File: src/rtl/i2c_cond_gen.sv
module i2c_cond_gen #(
  parameter int CW = 16
) (
  input  logic          clk,
  input  logic          rst_n,
  input  logic          soft_rst,
  input  logic          req_valid,
  input  logic [1:0]    req_kind,
  input  logic [CW-1:0] t_start_hold,
  input  logic [CW-1:0] t_rs_hold,
  input  logic [CW-1:0] t_rs_setup,
  input  logic [CW-1:0] t_data_setup,
  input  logic [CW-1:0] t_stop_setup,
  input  logic [CW-1:0] t_bus_free,
  input  logic [CW-1:0] half_div,
  input  logic [CW-1:0] pre_div,
  input  logic [1:0]    clr_flags,
  output logic          scl_pull,
  output logic          sda_pull,
  output logic          busy,
  output logic          done,
  output logic          stop_flag,
  output logic          rs_flag
);

  typedef enum logic [3:0] {
    IDLE, S_HOLD, S_LOW, OWN, R_REL, R_SETUP, R_HOLD, R_LOW, P_DSU, P_SETUP, P_FREE
  } st_t;

  st_t st, nx;
  logic [CW-1:0] cnt, pcnt, ld;
  logic last;

  function automatic logic [CW-1:0] len_m1(input logic [CW-1:0] v);
    return (v == '0) ? '0 : v - 1'b1;
  endfunction

  function automatic logic is_half(input st_t s);
    return (s == S_LOW) || (s == R_REL) || (s == R_LOW);
  endfunction

  assign last = (cnt == '0) && (!is_half(st) || pcnt == '0);
  assign busy = (st != IDLE);

  always_comb begin
    nx = st;
    case (st)
      IDLE:    if (req_valid && req_kind == 2'd0) nx = S_HOLD;
      OWN:     if (req_valid && req_kind == 2'd1) nx = R_REL;
               else if (req_valid && req_kind == 2'd2) nx = P_DSU;
      S_HOLD:  if (last) nx = S_LOW;
      S_LOW:   if (last) nx = OWN;
      R_REL:   if (last) nx = R_SETUP;
      R_SETUP: if (last) nx = R_HOLD;
      R_HOLD:  if (last) nx = R_LOW;
      R_LOW:   if (last) nx = OWN;
      P_DSU:   if (last) nx = P_SETUP;
      P_SETUP: if (last) nx = P_FREE;
      P_FREE:  if (last) nx = IDLE;
      default: nx = IDLE;
    endcase
  end

  always_comb begin
    case (nx)
      S_HOLD:               ld = len_m1(t_start_hold);
      S_LOW, R_REL, R_LOW:  ld = len_m1(half_div);
      R_SETUP:              ld = len_m1(t_rs_setup);
      R_HOLD:               ld = len_m1(t_rs_hold);
      P_DSU:                ld = len_m1(t_data_setup);
      P_SETUP:              ld = len_m1(t_stop_setup);
      P_FREE:               ld = len_m1(t_bus_free);
      default:              ld = '0;
    endcase
  end

  always_comb begin
    case (st)
      S_HOLD:                   {scl_pull, sda_pull} = 2'b01;
      S_LOW, OWN, R_LOW, P_DSU: {scl_pull, sda_pull} = 2'b11;
      R_REL:                    {scl_pull, sda_pull} = 2'b10;
      R_HOLD, P_SETUP:          {scl_pull, sda_pull} = 2'b01;
      default:                  {scl_pull, sda_pull} = 2'b00;
    endcase
  end

  always_ff @(posedge clk or negedge rst_n) begin
    if (!rst_n) begin
      st <= IDLE; cnt <= '0; pcnt <= '0;
      done <= 1'b0; stop_flag <= 1'b0; rs_flag <= 1'b0;
    end else if (soft_rst) begin
      st <= IDLE; cnt <= '0; pcnt <= '0;
      done <= 1'b0; stop_flag <= 1'b0; rs_flag <= 1'b0;
    end else begin
      st   <= nx;
      done <= (nx != st) && (nx == OWN || nx == IDLE);
      stop_flag <= (st == P_SETUP && nx == P_FREE) || (stop_flag && !clr_flags[0]);
      rs_flag   <= (st == R_LOW && nx == OWN) || (rs_flag && !clr_flags[1]);
      if (nx != st) begin
        cnt  <= ld;
        pcnt <= len_m1(pre_div);
      end else if (is_half(st)) begin
        if (pcnt == '0) begin
          pcnt <= len_m1(pre_div);
          cnt  <= cnt - 1'b1;
        end else begin
          pcnt <= pcnt - 1'b1;
        end
      end else if (st != IDLE && st != OWN) begin
        cnt <= cnt - 1'b1;
      end
    end
  end

endmodule

File: config.mk
export PLATFORM = sky130hd
export DESIGN_NAME = i2c_cond_gen
export DESIGN_NICKNAME = d
export VERILOG_FILES = /design/src/rtl/i2c_cond_gen.sv
export SDC_FILE = /design/constraint.sdc
export NUM_CORES = 1
export LEC_CHECK = 0
export ABC_CLOCK_PERIOD_IN_PS = 3300
export BUFFER_PORTS_ARGS = -buffer_cell sky130_fd_sc_hd__buf_4
export CAP_MARGIN = 10
export CELL_PAD_IN_SITES_DETAIL_PLACEMENT = 1
export CELL_PAD_IN_SITES_GLOBAL_PLACEMENT = 1
export CORE_ASPECT_RATIO = 2
export CORE_MARGIN = 10
export CORE_UTILIZATION = 36
export CTS_CLUSTER_DIAMETER = 120
export DETAILED_ROUTE_END_ITERATION = 7
export GPL_ROUTABILITY_DRIVEN = 0
export PLACE_DENSITY_LB_ADDON = 0.15
export SYNTH_ARGS = -nofsm -noshare
export SYNTH_HDL_FRONTEND = slang
export SYNTH_SLANG_ARGS = --single-unit
File: constraint.sdc
create_clock -name clk -period 3.3 [get_ports clk]
set_input_delay 0.66 -clock clk [delete_from_list [all_inputs] [get_ports clk]]
set_output_delay 0.66 -clock clk [all_outputs]
set_load 0.01 [all_outputs]
==> flow_summary.toml, run 1 <==
[run_status]
outcome = "finished, final reports clean"

[cts]
clock_path_buffers = 2
path_clk_slew_ns = 0.07
clkSinkCount = 39
cts-hold-fix-buffers = 0
numCtsBuffers = 5
root_buffer = "clkbuf_16"
cts_tree = "built"
cts_max_level = 2
clock_latency_ns = 0.30

[floorplanning]
placementRows = 67
die_area_um2 = 23200
start_util = 0.3682
io_pins = 142
die_h_um = 205.6
die_x_um = 112.8
core_um2 = 16850

[global_route]
grt_max_degree = 40
antenna_found_initial = 0
grt_pass1_wl_um = 45970
first_global_vias = 8730
grtUsageTotal = 0.2490
overflow = 0

[synthesis]
ys.flop_type = "dfrtp_1"
ys_types = 93
async_flop_share = 1.000
postSynthCellCount = 846
synth_area_um2 = 6203
yosys_warnings = 0
ys_ff_latch = 39
synth_edf_count = 0
ys_seq_area_frac = 0.1573
synth.avg_cell_area_um2 = 7.333
syn_nets = 1004

[power_and_ir_drop]
p_int_mw = 2.824
power_density_nw_per_um2 = 626.5
ir_drop_uv = 559.4
leakage_nw = 3.684
sequentialPowerShare = 0.142
swShare = 0.4917
combPwrFrac = 0.751
switchingPower_mw = 2.731
pwr-share-clk = 0.107

[sta]
slew_viol_final = 0
setup_violations = 0
setup_tns_ns = 0
timing_worst_slew_pin_value_ns = 0.6208
hold_viol = 0
slew_headroom = 0.5823
period_needed_ns = 3.214
fin_crit_sh = 0.9738
skew_ns = 0.007494
fmax_ghz = 0.3112

[worst_setup_path]
r2r-end = "cnt[10]$_DFFE_PN0P_"
worstSetupEndpointType = "register"
regToRegSetupSlack_ns = 0.09
timing.rr.start = "cnt[8]$_DFFE_PN0P_"
arrival_ns = 3.40
cp_max_fo = 6
worstPathRequired_ns = 3.49
rr_worst_depth = 12
crit_type = "register to register"
crit_path_start_kind = "register"

[final_layout]
final_util = 0.5262
drive_above_1_share = 0.3291
syn2layout_area_growth_pct = 42.94
most-common-layout-cells = "buf_4 (283), nor2_1 (89), nand2_1 (67), xor2_1 (54), xnor2_1 (53)"
nNetsFinal = 1263
n_fill_cell = 2181
antennaDiodeCount = 0
mostFrequentLayoutCell = "buf_4"

[routing]
viasPerCell = 5.962
ant_nets = 0
drt_iter0_drc = 294
dr_total_vias = 7828
wl_per_cell_um = 22.78
drtPass1Iterations = 4
wirelength_um = 29900
route.detailed.drc = 0

[place]
hpwl_um = 25450
port-buffer-count = 141

[job]
drv_cap = 0

[worst_hold_path]
holdCritPathClass = "input port to async pin"
registers in the layout (all words and copies together), names as in the netlist:
signal	cells
cnt	16
done	1
pcnt	16
rs_flag	1
st	4
stop_flag	1
stage by stage:
stage	hold slack (ns)	total power, mW	cells	setup WS (ns)	instance area, um2
2_1_floorplan	0.3644	2.918	846	0.08597	6203
3_3_place_gp	0.4801	4.641	1297	-0.3461	8439
3_5_place_dp	0.4879	4.692	1297	-0.3397	8439
4_1_cts	0.3722	5.367	1310	0.01814	8701
5_1_grt	0.3830	5.950	1313	-0.01868	8867
6_report	0.3540	5.555	1313	0.08643	8867
what timing repair did:
| action | in CTS | in global routing |
|---|---|---|
| pin swaps | 2 | 10 |
| setup endpoints to repair | 15 | 31 |
| buffers inserted | 5 | 3 |
| cloned | 0 | 0 |
| gates resized for setup | 11 | 34 |
| hold endpoints to repair | 0 | 0 |
power by group through the flow:
stage	clock [mW]	sequential [mW]	combinational, mW
after floorplan	0	0.770	2.15
after global placement	0	0.787	3.85
after detailed placement	0	0.790	3.90
after CTS	0.601	0.783	3.98
after global routing	0.618	0.811	4.52
final	0.595	0.791	4.17
cells by family after synthesis:
kind of cell             count (synthesis)  synth area share
multiplexers                             3          0.004841
XOR/XNOR                               107            0.1511
flip-flops                              39            0.1573
AND/OR/NAND/NOR                        383            0.3342
adder cells (fa/ha/maj)                 22           0.04437
buffers and inverters                   69           0.05143
AO/OA/AOI/OAI                          223            0.2568
cell usage after synthesis (all sizes together) (16+ instances only):
cell	number	area, um2
nor2	91	341.6
nand2	72	296.5
o21ai	58	290.3
xor2	54	473.0
xnor2	53	464.2
nor3	47	246.5
nor4	41	275.3
dfrtp	39	975.9
inv	32	120.1
a21oi	27	138.9
nand3	26	135.1
ha	22	275.3
clkbuf	19	71.32
o22ai	19	118.9
a31oi	17	106.4
buf	16	110.1
per-layer routing:
layer	share of wire	GRT usage	vias to the layer above	wire, um
met3	0.037	0.03675	111	1110
met4	0.082	0.1926	0	2443
met2	0.57	0.5012	244	17060
met5	0	0	-	0
met1	0.31	0.2046	3787	9286
li1	-	-	3686	-
worst max-delay path by stage:
stage | start | endpoint | slack, ns
after global routing | t_stop_setup[8] | cnt[15]$_DFFE_PN0P_ | -0.02
after floorplan | t_stop_setup[8] | cnt[6]$_DFFE_PN0P_ | 0.09
after global placement | req_kind[1] | cnt[13]$_DFFE_PN0P_ | -0.35
final | cnt[8]$_DFFE_PN0P_ | cnt[10]$_DFFE_PN0P_ | 0.09
after CTS | cnt[0]$_DFFE_PN0P_ | cnt[0]$_DFFE_PN0P_ | 0.02
after detailed placement | req_kind[1] | cnt[13]$_DFFE_PN0P_ | -0.34
cell type report:
class | count | area, um2 | share of cell area
Clock buffer | 5 | 125.1 | 0.01411
Clock inverter | 3 | 43.79 | 0.004939
Inverter | 32 | 120.1 | 0.01355
Multi-Input combinational cell | 738 | 5106 | 0.5758
Sequential cell | 39 | 977.2 | 0.1102
Tap cell | 207 | 259.0 | 0.02921
Timing Repair Buffer | 289 | 2236 | 0.2522
critical path, stage by stage, from the launching register on:
cell	delay [ns]
dfrtp_1	0.41
nor4_2	0.36
buf_4	0.21
and4_4	0.22
o211ai_1	0.22
buf_4	0.24
buf_4	0.15
buf_4	0.13
and2_2	0.21
a31oi_1	0.29
nand4_1	0.29
o211ai_1	0.27
nand3_1	0.09
Note: power is estimated with default switching activity, not from simulation.
==> run 2: changes to the inputs <==
--- a/config.mk
+++ b/config.mk
@@ -16,6 +16,7 @@
 export CTS_CLUSTER_DIAMETER = 120
 export DETAILED_ROUTE_END_ITERATION = 7
 export GPL_ROUTABILITY_DRIVEN = 0
+export MAX_ROUTING_LAYER = met4
 export PLACE_DENSITY_LB_ADDON = 0.15
 export SYNTH_ARGS = -nofsm -noshare
 export SYNTH_HDL_FRONTEND = slang
==> run 2 against run 1 <==
Highest routed layer unchanged. Clock power shrank 0.8%. Die area unchanged. Routed wire length is 0.23% lower. Final area is the same. Count of clock-buffer cells in the layout is the same. Sequential cell count unchanged. Register-to-register slack hardly changed. Setup slack got worse by 0.013 ns. Largest cell class unchanged. Final cell count stayed put. Sequential power is essentially flat. Combinational power hardly changed. Power is essentially flat.
==> flow_summary.toml, run 2 (synthesis results as in run 1) <==
[worst_setup_path]
worstSetupEndpointType = "register"
arrival_ns = 3.45
crit_path_start_kind = "register"
crit_type = "register to register"
cp_max_fo = 6
worstPathRequired_ns = 3.53

[final_layout]
mostFrequentLayoutCell = "buf_4"
n_fill_cell = 2181
reg.largest.list = "cnt (16), pcnt (16), st (4)"
ff_latch_area_um2 = 977.2
syn2layout_area_growth_pct = 42.94
drive_above_1_share = 0.3291
nNetsFinal = 1263
antennaDiodeCount = 0
multiInputGateArea_um2 = 5106
final_util = 0.5262
most-common-layout-cells = "buf_4 (283), nor2_1 (89), nand2_1 (67), xor2_1 (54), xnor2_1 (53)"

[routing]
drtPass1Iterations = 7
wirelength_um = 29830
wl_per_cell_um = 22.72
viasPerCell = 6.022
ant_nets = 0
dr_total_vias = 7907
route.detailed.drc = 0
drt_iter0_drc = 307

[sta]
fin_crit_sh = 0.9777
setup_violations = 0
setup_tns_ns = 0
skew_ns = 0.006480
holdWs_ns = 0.3546
slew_viol_final = 0
slew_headroom = 0.5789
period_needed_ns = 3.227
hold_viol = 0
timing_worst_slew_pin_value_ns = 0.6259
fmax_ghz = 0.3099

[cts]
cts-hold-fix-buffers = 0
root_buffer = "clkbuf_16"
clkSinkCount = 39
cts_max_level = 2
cts_tree = "built"
clock_latency_ns = 0.30
numCtsBuffers = 5
clock_path_buffers = 2
path_clk_slew_ns = 0.07

[job]
drv_cap = 0

[global_route]
antenna_found_initial = 0
grt_max_degree = 40
grt_pass1_wl_um = 46010
grtUsageTotal = 0.2563
overflow = 0
first_global_vias = 8734

[place]
port-buffer-count = 141
hpwl_um = 25450

[floorplanning]
die_area_um2 = 23200
die_h_um = 205.6
placementRows = 67
start_util = 0.3682
die_x_um = 112.8
io_pins = 142
core_um2 = 16850

[worst_hold_path]
holdCritPathClass = "input port to async pin"

[power_and_ir_drop]
ir_drop_uv = 558.0
pwr-share-clk = 0.106
combPwrFrac = 0.752
sequentialPowerShare = 0.142
switchingPower_mw = 2.727
design_power_total_mw = 5.551
swShare = 0.4912
power_density_nw_per_um2 = 626.0
p_int_mw = 2.824
leakage_nw = 3.684

[run_status]
outcome = "finished, final reports clean"
run 2: cell counts in the layout (fill, tap and decap cells not counted):
No cell type changed its count.
run 2: path summary, 6_finish.rpt:
kind | start | to | slack [ns] | cells after the start
min | rst_n | pcnt[14]$_DFFE_PN0P_ | 0.35 | 1
max reg2reg | st[1]$_DFF_PN0_ | cnt[6]$_DFFE_PN0P_ | 0.07 | 14
min reg2reg | pcnt[9]$_DFFE_PN0P_ | pcnt[9]$_DFFE_PN0P_ | 0.50 | 2
max in group asynchronous | rst_n | st[1]$_DFF_PN0_ | 2.52 | 1
min in group clk | pcnt[9]$_DFFE_PN0P_ | pcnt[9]$_DFFE_PN0P_ | 0.50 | 2
max | st[1]$_DFF_PN0_ | cnt[6]$_DFFE_PN0P_ | 0.07 | 14
run 2: critical path, cell delays in order, from the launching register on:
cell and delay [ns]:
dfrtp_2 0.44, buf_4 0.16, ha_1 0.25, nor3_2 0.25
o32ai_2 0.15, buf_4 0.19, a41o_1 0.21, or3_4 0.36
buf_4 0.16, nor2_1 0.29, nand3_1 0.18, o211ai_1 0.13
buf_4 0.17, o32ai_2 0.08, a21oi_1 0.14
run 2: power by group through the flow:
stage | clock, mW | combinational (mW) | sequential, mW
after global placement | 0 | 3.85 | 0.787
after floorplan | 0 | 2.15 | 0.770
after CTS | 0.601 | 3.98 | 0.783
after global routing | 0.618 | 4.52 | 0.811
after detailed placement | 0 | 3.90 | 0.790
final | 0.590 | 4.17 | 0.789
run 2: per-stage QoR:
stage	setup WS, ns	cells	cell area (um2)
finish	0.07347	1313	8867
global route	-0.01652	1313	8867
CTS	0.01814	1310	8701
detailed placement	-0.3397	1297	8439
global placement	-0.3461	1297	8439
floorplan	0.08597	846	6203
run 2: cell type report:
cell class	count	area share
multi-input combinational	738	0.5758
timing repair buffer	289	0.2522
sequential	39	0.1102
tap	207	0.02921
clock buffer	5	0.01411
inverter	32	0.01355
clock inverter	3	0.004939
run 2: routing by layer:
metal / global-route usage / part of all wire / up-vias
met5: - / 0 / -
met4: 0.1931 / 0.083 / 0
met3: 0.03529 / 0.037 / 125
met2: 0.5006 / 0.57 / 267
met1: 0.2067 / 0.31 / 3826
li1: - / - / 3689
run 2: repair_timing:
| item | in CTS | in global routing |
|---|---|---|
| pin swaps | 2 | 10 |
| endpoints found under the setup margin | 15 | 31 |
| buffers inserted | 5 | 3 |
| resized for setup | 11 | 34 |
==> run 3: changes to the inputs <==
--- a/config.mk
+++ b/config.mk
@@ -5,6 +5,7 @@
 export SDC_FILE = /design/constraint.sdc
 export NUM_CORES = 1
 export LEC_CHECK = 0
+export ABC_AREA = 1
 export ABC_CLOCK_PERIOD_IN_PS = 3300
 export BUFFER_PORTS_ARGS = -buffer_cell sky130_fd_sc_hd__buf_4
 export CAP_MARGIN = 10
@@ -12,7 +13,7 @@
 export CELL_PAD_IN_SITES_GLOBAL_PLACEMENT = 1
 export CORE_ASPECT_RATIO = 2
 export CORE_MARGIN = 10
-export CORE_UTILIZATION = 36
+export CORE_UTILIZATION = 35
 export CTS_CLUSTER_DIAMETER = 120
 export DETAILED_ROUTE_END_ITERATION = 7
 export GPL_ROUTABILITY_DRIVEN = 0
==> run 3 against run 2 <==
Non-clock buffer count down 123. Combinational power down 17%. Clock skew up 0.0019 ns. Register-to-register slack better by 0.12 ns. Utilization down 9.6 points. Sequential cell count unchanged. Highest routed layer unchanged.
==> flow_summary.toml, run 3 <==
[run_status]
outcome = "finished, final reports clean"

[worst_setup_path]
r2r-end = "pcnt[12]$_DFFE_PN0P_"
cp_top_family = "simple AND/OR/NAND/NOR gates"
crit_type = "register to register"
regToRegSetupSlack_ns = 0.20
crit_path_start_kind = "register"
cp_max_fo = 16
crit_chain = "inv_1, ha_1, nand2_1, nand2_1, inv_2, nand2_1, nor2_1, nand2_4, nand2_2, nand2_4, nand2_4, nand2_4, nor2_8, nand2_2, o21ai_0, nand3_1, nand2_1"
max_stage_delay_ns = 0.46
arrival_ns = 3.34
timing.rr.start = "st[0]$_DFF_PN0_"
cp_slowest_cell = "dfrtp_1"
worstSetupEndpointType = "register"
critPathBufInv = 2
rr_worst_depth = 17
worstPathRequired_ns = 3.54

[sta]
fmax_ghz = 0.3223
hold_viol = 0
setup_tns_ns = 0
setup_violations = 0
fin_crit_sh = 0.9401
skew_ns = 0.008370
slew_viol_final = 0
timing_worst_slew_pin_value_ns = 0.7972
slew_headroom = 0.4636
period_needed_ns = 3.102
rsz0062_at_grt = "no"

[final_layout]
multiInputGateArea_um2 = 5802
drive_above_1_share = 0.1690
n_fill_cell = 2983
final_util = 0.4304
syn2layout_area_growth_pct = 21.33
reg.largest.list = "cnt (16), pcnt (16), st (4)"
most-common-layout-cells = "nor2_1 (286), nand2_1 (265), buf_4 (162), nand3_1 (147), inv_1 (118)"
ff_latch_area_um2 = 975.9
nNetsFinal = 1583
mostFrequentLayoutCell = "nor2_1"

[cts]
path_clk_slew_ns = 0.07
numCtsBuffers = 5
cts-hold-fix-buffers = 0
clkSinkCount = 39
post_cts_buffers = 0
cts_max_level = 2
cts_tree = "built"
clock_path_buffers = 2
clock_latency_ns = 0.30
root_buffer = "clkbuf_16"
cts-resized-gates = 0

[synthesis]
synth_common_cells = "nor2_1 (286), nand2_1 (265), nand3_1 (147)"
synth.avg_cell_area_um2 = 5.757
ys_ff_latch = 39
ys.flop_type = "dfrtp_1"
yosysTopAreaCellShare = 0.1440
synth_area_um2 = 7456
postSynthCellCount = 1295
ys_seq_area_frac = 0.1309
synth_edf_count = 0
yosys_warnings = 0
ys_top_cells_by_area = "nor2_1 (14%), nand2_1 (13%), dfrtp_1 (13%)"
yosys.area.top_type = "nor2_1"
syn_nets = 1453
ys_types = 40
synth.most_common_cell = "nor2_1"
async_flop_share = 1.000

[floorplanning]
die_x_um = 123.2
placementRows = 75
die_h_um = 226.4
start_util = 0.3547
core_um2 = 21020
io_pins = 142
die_area_um2 = 27890

[place]
hpwl_um = 27730
port-buffer-count = 141

[routing]
drt_iter0_drc = 342
wirelength_um = 32120
route.detailed.drc = 0
ant_nets = 0
dr_total_vias = 9148
viasPerCell = 5.391
wl_per_cell_um = 18.93
drtPass1Iterations = 4

[global_route]
first_global_vias = 10130
grt_max_degree = 50
antenna_found_initial = 2
grtUsageTotal = 0.2365
overflow = 0
grt_pass1_wl_um = 50760

[job]
drv_cap = 0

[power_and_ir_drop]
ir_drop_uv = 357.2
leakage_nw = 4.353
power_density_nw_per_um2 = 525.3

[worst_hold_path]
holdCritPathClass = "input port to async pin"
-- run 3: through the flow --
stage | worst slack, ns | cells | hold slack, ns | area [um2] | power [mW]
6_report | 0.1976 | 1697 | 0.3481 | 9046 | 4.752
5_1_grt | 0.02283 | 1697 | 0.3902 | 9046 | 5.182
4_1_cts | 0.2127 | 1695 | 0.3744 | 9041 | 4.775
3_5_place_dp | 0.2365 | 1687 | 0.4702 | 8872 | 4.167
3_3_place_gp | 0.2472 | 1687 | 0.4682 | 8872 | 4.115
2_1_floorplan | 0.8670 | 1295 | 0.3644 | 7456 | 3.186
-- run 3: kinds of logic (layout without fill, tap and decap cells) --
| family | after synthesis | after routing | share of synthesized area |
|---|---|---|---|
| compound gates | 73 | 73 | 0.05706 |
| xor+xnor | 109 | 109 | 0.1280 |
| fa+ha+maj | 22 | 22 | 0.03692 |
| buf+inv | 166 | 297 | 0.09263 |
| flops | 39 | 39 | 0.1309 |
| other cells | 0 | 2 | 0 |
| simple gates | 886 | 886 | 0.5545 |
-- run 3: final cells by class --
class | instances | area share
Multi-Input combinational cell | 1090 | 0.6414
Timing Repair Buffer | 166 | 0.1433
Sequential cell | 39 | 0.1079
Inverter | 123 | 0.05104
Tap cell | 269 | 0.03721
Clock buffer | 5 | 0.01383
Clock inverter | 3 | 0.004841
Antenna cell | 2 | 0.0005533
-- run 3: worst register-to-register path, stage by stage, from the launching register on --
cell and delay, ns:
dfrtp_1 0.46, inv_1 0.20, ha_1 0.28, nand2_1 0.14
nand2_1 0.12, inv_2 0.08, nand2_1 0.07, nor2_1 0.18
nand2_4 0.09, nand2_2 0.08, nand2_4 0.08, nand2_4 0.11
nand2_4 0.07, nor2_8 0.30, nand2_2 0.24, o21ai_0 0.31
nand3_1 0.16, nand2_1 0.09
-- run 3: how the worst max path moves through the flow --
stage,startpoint,end,slack (ns),cells past startpoint
3_5_place_dp,st[0]$_DFF_PN0_,pcnt[11]$_DFFE_PN0P_,0.24,17
5_1_grt,st[0]$_DFF_PN0_,pcnt[10]$_DFFE_PN0P_,0.02,17
6_report,st[0]$_DFF_PN0_,pcnt[12]$_DFFE_PN0P_,0.20,17
3_3_place_gp,st[0]$_DFF_PN0_,pcnt[11]$_DFFE_PN0P_,0.25,17
4_1_cts,st[0]$_DFF_PN0_,pcnt[11]$_DFFE_PN0P_,0.21,17
2_1_floorplan,t_bus_free[0],cnt[13]$_DFFE_PN0P_,0.87,12
-- run 3: power by group --
part | switching [mW] | internal (mW)
Sequential | 0.119 | 0.599
Combinational | 2.27 | 1.18
Clock | 0.223 | 0.357
Total | 2.62 | 2.14
-- run 3: metal layers --
layer / up-vias / GRT usage / share of wire
li1: 4477 / - / -
met2: 188 / 0.4769 / 0.59
met3: 104 / 0.01445 / 0.020
met5: - / - / 0
met1: 4379 / 0.1888 / 0.31
met4: 0 / 0.1691 / 0.079
